==> src/rtl/e1fa_pkg.sv <==
`timescale 1ns/1ps
package e1fa_pkg;
   typedef enum logic [2:0] {
      ST_HUNT,
      ST_CHK_B2,
      ST_WAIT_N2,
      ST_CHK_WORD,
      ST_LOCKED
   } e1fa_state_e;

   localparam logic [6:0] E1FA_WORD_DEF = 7'b0011011;
endpackage

==> src/rtl/e1fa_fas_match.sv <==
`timescale 1ns/1ps
module e1fa_fas_match #(
   parameter int                 FAS_LEN  = 7,
   parameter logic [FAS_LEN-1:0] FAS_WORD = 7'b0011011
) (
   input  logic clk,
   input  logic rst,
   input  logic bit_en,
   input  logic bit_in,
   output logic match
);
   localparam int HIST_W = FAS_LEN - 1;

   logic [HIST_W-1:0]  hist;
   logic [FAS_LEN-1:0] window;

   generate
      if (HIST_W == 1) begin : g_one
         always_ff @(posedge clk) begin
            if (rst)         hist <= '1;
            else if (bit_en) hist <= bit_in;
         end
      end else begin : g_many
         always_ff @(posedge clk) begin
            if (rst)         hist <= '1;
            else if (bit_en) hist <= {hist[HIST_W-2:0], bit_in};
         end
      end
   endgenerate

   assign window = {hist, bit_in};
   assign match  = (window == FAS_WORD);
endmodule

==> src/rtl/e1fa_pos_cnt.sv <==
`timescale 1ns/1ps
module e1fa_pos_cnt #(
   parameter int CNT_W    = 9,
   parameter int LOAD_VAL = 7
) (
   input  logic             clk,
   input  logic             rst,
   input  logic             step,
   input  logic             load,
   output logic [CNT_W-1:0] cnt,
   output logic [CNT_W-1:0] nxt
);
   assign nxt = cnt + 1'b1;

   always_ff @(posedge clk) begin
      if (rst)       cnt <= '0;
      else if (step) cnt <= load ? CNT_W'(LOAD_VAL) : nxt;
   end
endmodule

==> src/rtl/e1fa_loss_mon.sv <==
`timescale 1ns/1ps
module e1fa_loss_mon #(
   parameter int FAS_THR  = 3,
   parameter int NFAS_THR = 3,
   parameter bit NFAS_MON = 1'b1
) (
   input  logic clk,
   input  logic rst,
   input  logic clr,
   input  logic word_chk,
   input  logic word_ok,
   input  logic b2_chk,
   input  logic b2_ok,
   input  logic b2_en,
   output logic loss
);
   localparam int FW = $clog2(FAS_THR + 1);
   localparam int NW = $clog2(NFAS_THR + 1);

   logic [FW-1:0] word_errs;
   logic          word_loss;
   logic          b2_loss;

   always_ff @(posedge clk) begin
      if (rst || clr)    word_errs <= '0;
      else if (word_chk) word_errs <= word_ok ? '0 : word_errs + 1'b1;
   end
   assign word_loss = word_chk && !word_ok && (word_errs == FW'(FAS_THR - 1));

   generate
      if (NFAS_MON) begin : g_b2
         logic [NW-1:0] b2_errs;
         always_ff @(posedge clk) begin
            if (rst || clr || !b2_en) b2_errs <= '0;
            else if (b2_chk)          b2_errs <= b2_ok ? '0 : b2_errs + 1'b1;
         end
         assign b2_loss = b2_en && b2_chk && !b2_ok && (b2_errs == NW'(NFAS_THR - 1));
      end else begin : g_no_b2
         logic unused_b2;
         assign unused_b2 = ^{b2_chk, b2_ok, b2_en};
         assign b2_loss   = 1'b0;
      end
   endgenerate

   assign loss = word_loss || b2_loss;
endmodule

==> src/rtl/e1fa_aligner.sv <==
`timescale 1ns/1ps
module e1fa_aligner #(
   parameter int                 FRAME_BITS    = 256,
   parameter int                 FAS_LEN       = 7,
   parameter logic [FAS_LEN-1:0] FAS_WORD      = 7'b0011011,
   parameter int                 FAS_END_POS   = 7,
   parameter int                 BIT2_POS      = 1,
   parameter int                 FAS_LOSS_THR  = 3,
   parameter int                 NFAS_LOSS_THR = 3,
   parameter bit                 NFAS_MON      = 1'b1
) (
   input  logic                          clk,
   input  logic                          rst,
   input  logic                          bit_en,
   input  logic                          bit_in,
   input  logic                          resync_req,
   input  logic                          resume_en,
   input  logic                          nfas_loss_en,
   output logic                          in_frame,
   output logic [$clog2(FRAME_BITS)-1:0] bit_pos,
   output logic                          fas_frame
);
   import e1fa_pkg::*;

   localparam int             POS_W     = $clog2(FRAME_BITS);
   localparam int             CNT_W     = POS_W + 1;
   localparam logic [CNT_W-1:0] END_PHASE = CNT_W'(FAS_END_POS);
   localparam logic [CNT_W-1:0] B2_PHASE  = CNT_W'(FRAME_BITS + BIT2_POS);

   generate
      if (FRAME_BITS < 16 || (FRAME_BITS & (FRAME_BITS - 1)) != 0) begin : g_bad_frame
         $error("FRAME_BITS must be a power of two of at least 16");
      end
      if (FAS_LEN < 2 || FAS_END_POS + 1 < FAS_LEN || FAS_END_POS >= FRAME_BITS) begin : g_bad_word
         $error("alignment word must fit in the frame and end at FAS_END_POS");
      end
      if (BIT2_POS >= FRAME_BITS) begin : g_bad_b2
         $error("BIT2_POS lies outside the frame");
      end
      if (FAS_LOSS_THR < 1 || NFAS_LOSS_THR < 1) begin : g_bad_thr
         $error("loss thresholds must be at least 1");
      end
   endgenerate

   e1fa_state_e      st, st_n;
   logic             skip, skip_n;
   logic             match;
   logic             load;
   logic [CNT_W-1:0] cnt, nxt;
   logic             at_end, at_b2, at_wrap;
   logic             loss;

   e1fa_fas_match #(.FAS_LEN(FAS_LEN), .FAS_WORD(FAS_WORD)) u_match (
      .clk(clk), .rst(rst), .bit_en(bit_en), .bit_in(bit_in), .match(match)
   );

   e1fa_pos_cnt #(.CNT_W(CNT_W), .LOAD_VAL(FAS_END_POS)) u_cnt (
      .clk(clk), .rst(rst), .step(bit_en), .load(load), .cnt(cnt), .nxt(nxt)
   );

   assign at_end  = (nxt == END_PHASE);
   assign at_b2   = (nxt == B2_PHASE);
   assign at_wrap = (nxt == '0);

   e1fa_loss_mon #(.FAS_THR(FAS_LOSS_THR), .NFAS_THR(NFAS_LOSS_THR), .NFAS_MON(NFAS_MON)) u_loss (
      .clk      (clk),
      .rst      (rst),
      .clr      (st != ST_LOCKED),
      .word_chk (bit_en && at_end && st == ST_LOCKED),
      .word_ok  (match),
      .b2_chk   (bit_en && at_b2 && st == ST_LOCKED),
      .b2_ok    (bit_in),
      .b2_en    (nfas_loss_en),
      .loss     (loss)
   );

   always_comb begin
      st_n   = st;
      skip_n = skip;
      load   = 1'b0;
      if (resync_req) begin
         st_n   = ST_HUNT;
         skip_n = resume_en && !(bit_en && at_end);
      end else if (bit_en) begin
         unique case (st)
            ST_HUNT: begin
               if (match && !(skip && at_end)) begin
                  load   = 1'b1;
                  st_n   = ST_CHK_B2;
                  skip_n = 1'b0;
               end else if (at_end) begin
                  skip_n = 1'b0;
               end
            end
            ST_CHK_B2: begin
               if (at_b2) begin
                  if (bit_in) st_n = ST_CHK_WORD;
                  else begin
                     st_n   = ST_WAIT_N2;
                     skip_n = resume_en;
                  end
               end
            end
            ST_WAIT_N2: begin
               if (at_wrap) st_n = ST_HUNT;
            end
            ST_CHK_WORD: begin
               if (at_end) begin
                  st_n   = match ? ST_LOCKED : ST_HUNT;
                  skip_n = 1'b0;
               end
            end
            ST_LOCKED: begin
               if (loss) begin
                  st_n   = ST_HUNT;
                  skip_n = resume_en && !at_end;
               end
            end
            default: st_n = ST_HUNT;
         endcase
      end
   end

   always_ff @(posedge clk) begin
      if (rst) begin
         st   <= ST_HUNT;
         skip <= 1'b0;
      end else begin
         st   <= st_n;
         skip <= skip_n;
      end
   end

   assign in_frame  = (st == ST_LOCKED);
   assign bit_pos   = cnt[POS_W-1:0];
   assign fas_frame = ~cnt[POS_W];
endmodule

==> config.mk <==
export PLATFORM = sky130hd
export DESIGN_NAME = e1fa_aligner
export DESIGN_NICKNAME = d
export VERILOG_FILES = /design/src/rtl/e1fa_pkg.sv /design/src/rtl/e1fa_fas_match.sv /design/src/rtl/e1fa_pos_cnt.sv /design/src/rtl/e1fa_loss_mon.sv /design/src/rtl/e1fa_aligner.sv
export SDC_FILE = /design/constraint.sdc
export NUM_CORES = 1
export LEC_CHECK = 0
export BUFFER_PORTS_ARGS = -buffer_cell sky130_fd_sc_hd__buf_2
export CORE_MARGIN = 2
export CORE_UTILIZATION = 40
export CTS_CLUSTER_SIZE = 10
export DETAILED_ROUTE_END_ITERATION = 16
export MAX_ROUTING_LAYER = met4
export SLEW_MARGIN = 20
export SYNTH_ARGS = -nofsm -noshare
export SYNTH_HDL_FRONTEND = slang
export SYNTH_SLANG_ARGS = --single-unit
export TNS_END_PERCENT = 5
==> constraint.sdc <==
create_clock -name clk -period 2.5 [get_ports clk]
set_input_delay 0.125 -clock clk [delete_from_list [all_inputs] [get_ports clk]]
set_output_delay 0.125 -clock clk [all_outputs]
set_load 0.05 [all_outputs]
==> results.cfg <==
[run_status]
status = complete, no violations

[route]
remaining_drc_errors = 0
first_iter_violations = 101
vias = 1470
ant_nets = 0
drt-vias-per-instance = 5.698
routed_wl_um = 3593
wl_per_cell_um = 13.93
drtPass1Iterations = 5

[sta]
final.setup_skew_ps = 8.306
finalSetupTns_ps = 0
period_minus_slack_ps = 2339
slew_violations = 0
setup_viol = 0
max_freq_ghz = 0.4276
finalHoldViolations = 0
period_share_pct = 93.56
slew_headroom_pct = 73.11
tightestPinTransition_ps = 403.3
rsz0062_at_grt = no

[die]
design.die.area_mm2 = 0.004453
start_util_pct = 42.36
num_io_pins = 17
core_mm2 = 0.003716
rows = 22
dieHeight_um = 66.73
die_x_um = 66.73

[setup_path]
worstSetupStartpointType = register
worstSetupEndpointType = register
cp.arrival_ps = 2540
cp_max_fo = 8
required_ps = 2700
crit_type = register to register

[clocking]
cts_made_buffers = 3
ctsHoldBuffers = 0
clock_sinks = 23
cts_tree = built
htreeDepth = 1
worstSkewPairLatency_ps = 270
clockRootBuffer = clkbuf_8
ctsLongestPathBuffers = 2
clk_pin_slew_ps = 90

[power_and_ir_drop]
swShare_pct = 27.64
p_clk_share_pct = 33.4
power_density_mw_per_mm2 = 427.3
p_sw_uw = 200.9
leakagePower_uw = 0.0006660
p_int_uw = 526.1
worst_ir_drop_vdd_uv = 213.0
p_comb_share_pct = 13.4
power_frac_seq_pct = 53.1

[final_layout]
insertedDiodeCount = 0
final_layout_size_suffix_gt1_share_pct = 16.19
final_util_pct = 45.79
syn_to_final_growth_pct = 8.108
fillCellCount = 382
fin_cells = 258
nNetsFinal = 224
final_area_mm2 = 0.001702

[synth]
synth_cell_types = 43
ys_seq_elements = 23
synthCells = 203
synthesis.nets = 216
ys_top_cells_by_area = dfxtp_1, nand3_1, ha_1
yosysSeqAreaShare_pct = 29.25
syn_area_mm2 = 0.001574
synth_edf_count = 0
yosys_warnings = 0
async_flop_share_pct = 0
yosys.area.top_type = dfxtp_1
synth_flop_cell = dfxtp_1
syn_avg_cell_area_um2 = 7.754
synth_top_cell_area_share_pct = 29.25

[global_routing]
grt_use_total_pct = 17.82
antenna_found_initial = 0
grt_max_degree = 22
grt_pass1_vias = 1312
grt_pass1_wl_um = 6003
overflow = 0

[placement]
placedCellCount = 253
hpwl_um = 2562
numPortBuffers = 16
gp_congestion = 0.8514
dpl_cell_area_mm2 = 0.001645

[worst_hold_path]
min_path_type = input port to register

[job]
drv_cap = 0
-- power by group through the flow --
stage	clock [µW]	sequential, µW	combinational (µW)
2_1_floorplan	0	396	69.2
5_1_grt	262	387	107
6_report	243	386	97.7
3_3_place_gp	0	394	93.3
4_1_cts	250	386	97.5
3_5_place_dp	0	395	97.0
-- synth_stat cells (3+ instances only) --
library cell and n:
buf_2 4, ha_1 6, or3_1 4, nand2b_1 4, mux2i_1 4, a21oi_1 11
nand2_1 18, nand4_1 4, nor4_1 4, nor2_1 12, a211o_1 7, o21ai_0 6
buf_4 8, nor2b_1 6, nor3_1 5, a31oi_1 7, xnor2_1 4, inv_1 10
dfxtp_1 23, nand3_1 16, clkbuf_1 8, or4_1 3
-- cell usage in the layout, fill, tap and decap left out, types with 4 or more instances in the layout --
| cell | instances |
|---|---|
| nor3_1 | 5 |
| a21oi_1 | 11 |
| nand4_1 | 4 |
| or3_1 | 4 |
| buf_4 | 8 |
| nand2_1 | 18 |
| ha_1 | 5 |
| nor4_1 | 4 |
| dfxtp_1 | 23 |
| nand2b_1 | 4 |
| nor2_1 | 12 |
| o21ai_0 | 6 |
| nand3_1 | 16 |
| xnor2_1 | 4 |
| nor2b_1 | 6 |
| buf_2 | 16 |
| a31oi_1 | 7 |
| a211o_1 | 7 |
| mux2i_1 | 4 |
| inv_1 | 10 |
-- layout make-up --
cell class / instances / area [µm²] / share of cell area [%]
clock inverter: 1 / 5.005 / 0.2941
sequential: 23 / 460.4 / 27.06
tap: 48 / 60.06 / 3.529
timing repair buffer: 24 / 140.1 / 8.235
multi-input combinational: 149 / 957.2 / 56.25
clock buffer: 3 / 41.29 / 2.426
inverter: 10 / 37.54 / 2.206
-- metrics by stage --
| step | worst slack [ps] | hold slack (ps) | total power, µW |
|---|---|---|---|
| after detailed placement | 91.94 | 406.5 | 491.7 |
| final | 161.1 | 115.0 | 727.1 |
| after CTS | 52.07 | 109.5 | 733.5 |
| after global placement | 133.2 | 391.8 | 487.2 |
| after global routing | 54.13 | 135.9 | 756.4 |
| after floorplan | 67.17 | 247.4 | 465.5 |
-- state kept, by name (all words and copies together) (netlist names) --
register and count:
u_cnt.cnt 9, u_match.hist 6, st 3, u_loss.g_b2.b2_errs 2, u_loss.word_errs 2, skip 1
-- logic make-up after synthesis --
group / count (synthesis) / share of synthesized area (%)
DFF: 23 / 29.25
muxes: 4 / 2.544
AOI/OAI and AO/OA: 50 / 23.05
and+or+nand+nor: 83 / 26.95
buffers and inverters: 31 / 10.10
adders and majority gates: 6 / 4.769
xor gates and xnor gates: 6 / 3.339
-- worst max-delay path, stage by stage, from the launching register on --
cell and delay [ps]:
dfxtp_1 330, ha_2 240, or3_1 320, a211o_1 330, a21oi_4 260, a21boi_2 130, or4_1 510, a21boi_1 150
-- timing repair --
action	in CTS	in global routing
hold endpoints to repair	0	0
setup endpoints to repair	0	2
buffers inserted	0	1
gates resized for setup	0	1
-- worst paths after layout --
path                           from                     end  slack (ps)  cells past startpoint
max reg2reg            u_cnt.cnt[0]                   st[2]         160                      7
min                    nfas_loss_en  u_loss.g_b2.b2_errs[0]         110                      3
max                    u_cnt.cnt[0]                   st[2]         160                      7
min reg2reg  u_loss.g_b2.b2_errs[1]  u_loss.g_b2.b2_errs[1]         470                      2
-- metal layers --
layer	wire length, µm	track usage [%]	vias to the layer above
met2	1634	28.63	34
met5	0	-	-
li1	-	-	736
met4	38	5.357	0
met3	118	2.872	4
met1	1801	23.05	696
No activity file was read; power rests on OpenSTA's default activity.
